--- src/rtl/i2cmb_pkg.sv ---
package i2cmb_pkg;
  localparam int REG_AW = 2;
  localparam int REG_DW = 16;
  localparam int BYTE_W = 8;

  localparam logic [REG_AW-1:0] OFS_CMD  = 2'd0;
  localparam logic [REG_AW-1:0] OFS_TXD  = 2'd1;
  localparam logic [REG_AW-1:0] OFS_RXD  = 2'd2;
  localparam logic [REG_AW-1:0] OFS_STAT = 2'd3;

  localparam int CB_WRITE = 10;
  localparam int CB_TWO   = 11;
  localparam int CB_AONLY = 12;
  localparam int CB_HOLD  = 13;
  localparam logic [1:0] CMD_KEY = 2'b10;

  localparam int SB_BUSY = 0;
  localparam int SB_ERR  = 13;
  localparam int SB_TX   = 14;
  localparam int SB_RX   = 15;

  typedef enum logic [2:0] {
    SQ_IDLE, SQ_START, SQ_BYTE, SQ_STOP, SQ_HELD
  } sq_state_e;

  typedef struct packed {
    logic [6:0] addr;
    logic       write;
    logic       two;
    logic       aonly;
    logic       hold;
  } cmd_t;
endpackage

--- src/rtl/i2cmb_tick.sv ---
module i2cmb_tick #(
  parameter int DIV = 4
) (
  input  logic clk,
  input  logic rst_n,
  output logic tick
);
  localparam int CW = (DIV > 1) ? $clog2(DIV) : 1;
  localparam logic [CW-1:0] LAST = CW'(DIV - 1);

  logic [CW-1:0] cnt;

  always_ff @(posedge clk or negedge rst_n) begin
    if (!rst_n) cnt <= '0;
    else if (cnt == LAST) cnt <= '0;
    else cnt <= cnt + 1'b1;
  end

  assign tick = (cnt == LAST);

  a_r10_div_range: assert property (@(posedge clk) disable iff (!rst_n)
    32'(cnt) < DIV);
endmodule

--- src/rtl/i2cmb_regs.sv ---
module i2cmb_regs
  import i2cmb_pkg::*;
(
  input  logic              clk,
  input  logic              rst_n,
  input  logic              we,
  input  logic [REG_AW-1:0] addr,
  input  logic [REG_DW-1:0] wdata,
  output logic [REG_DW-1:0] rdata,
  input  logic              busy,
  input  logic              fin_err,
  input  logic              fin_tx,
  input  logic              fin_rx,
  input  logic [REG_DW-1:0] rx_data,
  output logic              go,
  output cmd_t              cmd,
  output logic [REG_DW-1:0] txd
);
  logic [2:0] flags;   // {rx, tx, err}
  logic [2:0] set_v;
  logic [2:0] clr_v;

  assign go  = we && (addr == OFS_CMD) && (wdata[15:14] == CMD_KEY) && !busy;
  assign cmd = '{addr: wdata[7:1], write: wdata[CB_WRITE], two: wdata[CB_TWO],
                 aonly: wdata[CB_AONLY], hold: wdata[CB_HOLD]};

  assign set_v = {fin_rx, fin_tx, fin_err};
  assign clr_v = (we && addr == OFS_STAT) ? {wdata[SB_RX], wdata[SB_TX], wdata[SB_ERR]} : 3'b000;

  always_ff @(posedge clk or negedge rst_n) begin
    if (!rst_n) begin
      flags <= '0;
      txd   <= '0;
    end else begin
      flags <= (flags & ~clr_v) | set_v;
      if (we && addr == OFS_TXD && !busy) txd <= wdata;
    end
  end

  always_comb begin
    rdata = '0;
    case (addr)
      OFS_TXD:  rdata = txd;
      OFS_RXD:  rdata = rx_data;
      OFS_STAT: begin
        rdata[SB_BUSY] = busy;
        rdata[SB_ERR]  = flags[0];
        rdata[SB_TX]   = flags[1];
        rdata[SB_RX]   = flags[2];
      end
      default:  rdata = '0;
    endcase
  end

  a_r8_set_wins: assert property (@(posedge clk) disable iff (!rst_n)
    (|set_v) |=> ((flags & $past(set_v)) == $past(set_v)));
endmodule

--- src/rtl/i2cmb_seq.sv ---
module i2cmb_seq
  import i2cmb_pkg::*;
(
  input  logic              clk,
  input  logic              rst_n,
  input  logic              tick,
  input  logic              go,
  input  cmd_t              cmd,
  input  logic [REG_DW-1:0] txd,
  input  logic              sda_i,
  output logic              busy,
  output logic              fin_err,
  output logic              fin_tx,
  output logic              fin_rx,
  output logic [REG_DW-1:0] rx_data,
  output logic              scl_q,
  output logic              sda_oe_q
);
  sq_state_e         st;
  cmd_t              c;
  logic [REG_DW-1:0] wdat;
  logic [1:0]        ph;
  logic [3:0]        bitn;
  logic [1:0]        byten;
  logic [BYTE_W-1:0] sh;
  logic              samp;
  logic              err_q;
  logic              cond_q;
  logic [1:0]        nb;
  logic              tx_byte;
  logic              ack_bit;
  logic              nak_seen;
  logic              last_byte;
  logic              fin;
  logic              scl_n;
  logic              oe_n;

  assign nb        = c.aonly ? 2'd0 : (c.two ? 2'd2 : 2'd1);
  assign tx_byte   = (byten == 2'd0) || c.write;
  assign ack_bit   = (st == SQ_BYTE) && tick && (ph == 2'd3) && (bitn == 4'd8);
  assign nak_seen  = ack_bit && tx_byte && samp;
  assign last_byte = (byten == nb);
  assign busy      = (st == SQ_START) || (st == SQ_BYTE) || (st == SQ_STOP);

  assign fin = (tick && ph == 2'd3 && st == SQ_STOP) ||
               (ack_bit && !nak_seen && last_byte && c.hold);
  assign fin_err = fin && err_q;
  assign fin_tx  = fin && !err_q && c.write;
  assign fin_rx  = fin && !err_q && !c.write;

  always_ff @(posedge clk or negedge rst_n) begin
    if (!rst_n) begin
      st      <= SQ_IDLE;
      c       <= '0;
      wdat    <= '0;
      ph      <= '0;
      bitn    <= '0;
      byten   <= '0;
      sh      <= '0;
      samp    <= 1'b1;
      err_q   <= 1'b0;
      rx_data <= '0;
    end else if (go && (st == SQ_IDLE || st == SQ_HELD)) begin
      st    <= SQ_START;
      ph    <= '0;
      c     <= cmd;
      wdat  <= txd;
      err_q <= 1'b0;
    end else if (tick) begin
      case (st)
        SQ_START: begin
          ph <= ph + 2'd1;
          if (ph == 2'd3) begin
            st    <= SQ_BYTE;
            bitn  <= '0;
            byten <= '0;
            sh    <= {c.addr, !c.write};
          end
        end
        SQ_BYTE: begin
          ph <= ph + 2'd1;
          if (ph == 2'd1) samp <= sda_i;
          if (ph == 2'd3) begin
            if (bitn != 4'd8) begin
              sh   <= {sh[BYTE_W-2:0], samp};
              bitn <= bitn + 4'd1;
            end else if (nak_seen) begin
              err_q <= 1'b1;
              st    <= SQ_STOP;
            end else begin
              if (!tx_byte && byten == 2'd1) rx_data[7:0]  <= sh;
              if (!tx_byte && byten == 2'd2) rx_data[15:8] <= sh;
              if (last_byte) begin
                st <= c.hold ? SQ_HELD : SQ_STOP;
              end else begin
                byten <= byten + 2'd1;
                bitn  <= '0;
                sh    <= (byten == 2'd0) ? wdat[7:0] : wdat[15:8];
              end
            end
          end
        end
        SQ_STOP: begin
          ph <= ph + 2'd1;
          if (ph == 2'd3) st <= SQ_IDLE;
        end
        default: ;
      endcase
    end
  end

  // Line levels for the current phase; registered below so the pins never glitch.
  always_comb begin
    scl_n = 1'b1;
    oe_n  = 1'b0;
    case (st)
      SQ_HELD:  begin scl_n = 1'b0; oe_n = 1'b0; end
      SQ_START: begin scl_n = (ph == 2'd1) || (ph == 2'd2); oe_n = ph[1]; end
      SQ_STOP:  begin scl_n = (ph != 2'd0); oe_n = !ph[1]; end
      SQ_BYTE: begin
        scl_n = (ph == 2'd1) || (ph == 2'd2);
        if (bitn != 4'd8) oe_n = tx_byte && !sh[BYTE_W-1];
        else              oe_n = !tx_byte && !last_byte;
      end
      default: ;
    endcase
  end

  always_ff @(posedge clk or negedge rst_n) begin
    if (!rst_n) begin
      scl_q    <= 1'b1;
      sda_oe_q <= 1'b0;
      cond_q   <= 1'b0;
    end else begin
      scl_q    <= scl_n;
      sda_oe_q <= oe_n;
      cond_q   <= (st == SQ_START) || (st == SQ_STOP);
    end
  end

  a_r10_sda_scl_low: assert property (@(posedge clk) disable iff (!rst_n)
    ((sda_oe_q != $past(sda_oe_q)) && !cond_q && !$past(cond_q)) |-> (!scl_q && !$past(scl_q)));

  a_r6_nak_aborts: assert property (@(posedge clk) disable iff (!rst_n)
    nak_seen |=> (st == SQ_STOP && err_q));

  a_r7_held_scl_low: assert property (@(posedge clk) disable iff (!rst_n)
    (st == SQ_HELD && $past(st) == SQ_HELD) |-> !scl_q);

  a_r9_cmd_frozen: assert property (@(posedge clk) disable iff (!rst_n)
    (busy && $past(busy)) |-> ($stable(c) && $stable(wdat)));

  a_r8_one_flag: assert property (@(posedge clk) disable iff (!rst_n)
    $onehot0({fin_err, fin_tx, fin_rx}));
endmodule

--- src/rtl/i2cmb_top.sv ---
module i2cmb_top
  import i2cmb_pkg::*;
#(
  parameter int DIV = 4
) (
  input  logic              clk,
  input  logic              rst_n,
  input  logic              reg_we,
  input  logic [REG_AW-1:0] reg_addr,
  input  logic [REG_DW-1:0] reg_wdata,
  output logic [REG_DW-1:0] reg_rdata,
  input  logic              sda_i,
  output logic              scl_o,
  output logic              sda_oe
);
  logic              tick;
  logic              go;
  cmd_t              cmd;
  logic [REG_DW-1:0] txd;
  logic              busy;
  logic              fin_err;
  logic              fin_tx;
  logic              fin_rx;
  logic [REG_DW-1:0] rx_data;

  i2cmb_tick #(.DIV(DIV)) u_tick (
    .clk(clk), .rst_n(rst_n), .tick(tick)
  );

  i2cmb_regs u_regs (
    .clk(clk), .rst_n(rst_n), .we(reg_we), .addr(reg_addr), .wdata(reg_wdata),
    .rdata(reg_rdata), .busy(busy), .fin_err(fin_err), .fin_tx(fin_tx),
    .fin_rx(fin_rx), .rx_data(rx_data), .go(go), .cmd(cmd), .txd(txd)
  );

  i2cmb_seq u_seq (
    .clk(clk), .rst_n(rst_n), .tick(tick), .go(go), .cmd(cmd), .txd(txd),
    .sda_i(sda_i), .busy(busy), .fin_err(fin_err), .fin_tx(fin_tx),
    .fin_rx(fin_rx), .rx_data(rx_data), .scl_q(scl_o), .sda_oe_q(sda_oe)
  );

  a_r9_release_flags: assert property (@(posedge clk) disable iff (!rst_n)
    $fell(busy) |-> $past(fin_err || fin_tx || fin_rx));
endmodule

--- config.mk ---
export PLATFORM = sky130hd
export DESIGN_NAME = i2cmb_top
export DESIGN_NICKNAME = d
export VERILOG_FILES = /design/src/rtl/i2cmb_pkg.sv /design/src/rtl/i2cmb_tick.sv /design/src/rtl/i2cmb_regs.sv /design/src/rtl/i2cmb_seq.sv /design/src/rtl/i2cmb_top.sv
export SDC_FILE = /design/constraint.sdc
export NUM_CORES = 1
export LEC_CHECK = 0
export BUFFER_PORTS_ARGS = -buffer_cell sky130_fd_sc_hd__buf_2
export CORE_AREA = 4 4 91 93
export DETAILED_ROUTE_END_ITERATION = 16
export DIE_AREA = 0 0 95 97
export GPL_ROUTABILITY_DRIVEN = 0
export PLACE_DENSITY = 0.78
export RECOVER_POWER = 100
export SLEW_MARGIN = 10
export SYNTH_ARGS = -nofsm -noshare
export SYNTH_HDL_FRONTEND = slang
export SYNTH_SLANG_ARGS = --single-unit
--- constraint.sdc ---
create_clock -name clk -period 2.5 [get_ports clk]
set_input_delay 0.125 -clock clk [delete_from_list [all_inputs] [get_ports clk]]
set_output_delay 0.125 -clock clk [all_outputs]
set_load 0.02 [all_outputs]
==> flow_summary.ini <==
[clocking]
cts_resized = 0
cts_sinks = 87
clockBufferDepth = 2
h-tree-depth = 3
cts_setup_buffers = 0
cts_buffers = 9
clk_pin_slew_ps = 90
tritoncts = done
cts_root_buf = clkbuf_8
clk_latency_ps = 360

[floorplanning]
io_pins = 40
die_y_um = 97
dieArea_mm2 = 0.00922
placementRows = 32
die_w_um = 95
initial_utilization_pct = 57.9
coreArea_mm2 = 0.00753

[power]
vdd_drop_max_mv = 0.393
cellLeakagePower_nw = 2.24
power_density_mw_per_mm2 = 772

[route]
wire_per_inst_um = 18.9
wl_um = 9760
ant_nets = 0
drtIter0Drc = 189
vias_per_cell = 5.96
dr.pass1.iters = 7
num_vias = 3082
drc = 0

[place]
pre_cts_slack_ps = 227
dp_cells = 491
port_buffers = 39
dp_hpwl_um = 6560

[global_route]
grt_max_degree = 88
grt_use_total_pct = 22.8
antenna_found_initial = 0
overflow = 0
grt_pass1_vias = 3303
grt_pass1_wl_um = 16200

[min_path]
hold_class = in2reg

[timing]
fin_skew_ps = 7.07
max_freq_mhz = 424
final-hold-violation-count = 0
final_max_slew_viol_count = 88
rsz0062_at_grt = no
hold_ws_ps = 11.8
timing.final.ws_setup_ps = 140
setup_violations = 0
slew_headroom_pct = -21.8
tns_ps = 0
fin_crit_ps = 2360
finalCritPeriodShare_pct = 94.4
tightestPinTransition_ps = 1830

[yosys]
yosysSeqAreaShare_pct = 50.0
yosysWarnings = 0
syn-num-nets = 396
syn_area_per_cell_um2 = 12.1
synthCells = 360
ys.flop_type = dfrtp_1
synthTopCellsByArea = dfrtp_1, mux2_2, ha_1
synthArstFlopShare_pct = 100
ys_ff_latch = 87
synth_top_area_share_pct = 48.8
synth_cell_types = 53
synth_edf_count = 0
yosysTopAreaCell = dfrtp_1
synth_area_mm2 = 0.00436

[critical_path]
start_kind = register
crit_fanout = 19
arrival_ps = 2600
worstSetupEndpointType = register
critical_path_class = reg2reg
required_ps = 2740

[layout]
syn_to_final_growth_pct = 13.2
drive_above_1_share_pct = 31.6
layout.nets = 446
antenna_cells = 0
instances_no_fill = 517

[outcome]
violations = max-capacitance violations, max-slew violations
run_status = finished with violations

[run]
max-cap-violations = 1
[synth_stat cells, types with 2 or more instances]
library cell / number
nor2_1: 11
o41ai_1: 2
dfstp_2: 2
a21oi_1: 3
dfrtp_1: 85
ha_1: 14
mux2i_1: 9
nand3b_1: 2
nor2b_1: 14
buf_2: 7
mux2_2: 76
nor3_1: 3
o21a_1: 2
clkbuf_1: 13
nand2_1: 22
nand4_2: 2
a22oi_1: 12
xnor2_1: 3
a222oi_1: 4
o21ai_0: 19
inv_1: 12
a31oi_1: 4
nand3_1: 7
and3_1: 2
nand4_1: 2
[placed cells by master (no fill, tap or decap), types with 2 or more instances in the layout]
cell           count
a21oi_1            3
a222oi_1           4
a22oi_1           12
a31oi_1            4
and3_1             2
buf_2             22
buf_4              5
clkbuf_1          21
clkbuf_8          11
clkinv_2           2
dfrtp_1           85
dfstp_2            2
dlygate4sd3_1     10
ha_1              14
inv_1             12
mux2_2            76
mux2i_1            9
nand2_1           22
nand3_1            7
nand3b_1           2
nand4_1            2
nand4_2            2
nor2_1            11
nor2b_1           14
nor3_1             4
o21a_1             2
o21ai_0           19
o41ai_1            2
xnor2_1            3
[per-stage QoR]
| stage | util [%] | cell area, um^2 | power (mW) |
|---|---|---|---|
| 2_1_floorplan | - | 4360 | 2.49 |
| 3_3_place_gp | 62.3 | 4690 | 2.78 |
| 3_5_place_dp | 62.3 | 4690 | 2.82 |
| 4_1_cts | 66.4 | 5000 | 3.86 |
| 5_1_grt | 65.5 | 4930 | 4.02 |
| 6_report | 65.5 | 4930 | 3.80 |
[power by group]
part | internal, mW | leakage, nW | total (mW) | switching [mW]
clock network | 0.515 | 0.105 | 1.03 | 0.513
registers | 1.69 | 1.14 | 1.90 | 0.210
logic | 0.431 | 0.996 | 0.881 | 0.450
[worst paths after layout]
check,cells after the start,start,endpoint,slack (ps)
max in group asynchronous,3,rst_n,u_regs.txd[13],490
min reg2reg,1,u_tick.cnt[0],u_tick.cnt[0],440
min,2,reg_wdata[5],u_seq.c[8],10
max reg2reg,4,u_seq.st[0],u_seq.wdat[15],140
max,4,u_seq.st[0],u_seq.wdat[15],140
min in group asynchronous,3,rst_n,u_tick.cnt[0],920
[sequential cells by signal (all words and copies together) (netlist names)]
register / count
u_regs.txd: 16
u_seq.err_q: 1
u_seq.rx_data: 16
u_seq.byten: 2
u_seq.c: 11
u_seq.scl_q: 1
u_seq.wdat: 16
u_seq.bitn: 4
u_seq.sda_oe_q: 1
u_tick.cnt: 2
u_seq.st: 3
u_seq.samp: 1
u_regs.flags: 3
u_seq.sh: 8
u_seq.ph: 2
[layer usage]
layer  wire length [um]  global-route usage [%]  vias to the layer above
li1                   -                       -                     1402
met1               3970                    28.5                     1555
met2               5050                    37.9                      103
met3                456                    4.28                       22
met4                286                    10.1                        0
met5                  0                       0                        -
[cells by family (layout without fill, tap and decap cells)]
kind of cell	Yosys count	in the layout	synth area share [%]
simple gates	79	79	10.6
buf+inv	33	88	3.22
mux	85	85	21.7
compound gates	59	59	9.79
fa+ha+maj	14	14	4.02
xor+xnor	3	3	0.603
flops	87	87	50.0
[critical path, cell delays in order, from the launching register on]
cell and delay (ps):
dfrtp_1 390, clkbuf_1 280, nor3_1 330, clkbuf_1 820, mux2_2 420
[repair_timing]
item / in CTS / in global routing
hold buffers: 10 / 0
hold endpoints to repair: 95 / 0
setup endpoints to repair: 0 / 0
[final cells by class]
cell class	count	area, um^2
fillers	633	2600
flip-flops and latches	87	2180
repair buffers	60	339
well taps	102	128
multi-input cells	240	2030
clock inverters	5	56.3
inverters	12	45.0
clock buffers	11	151
(Power assumes the default switching activity.)
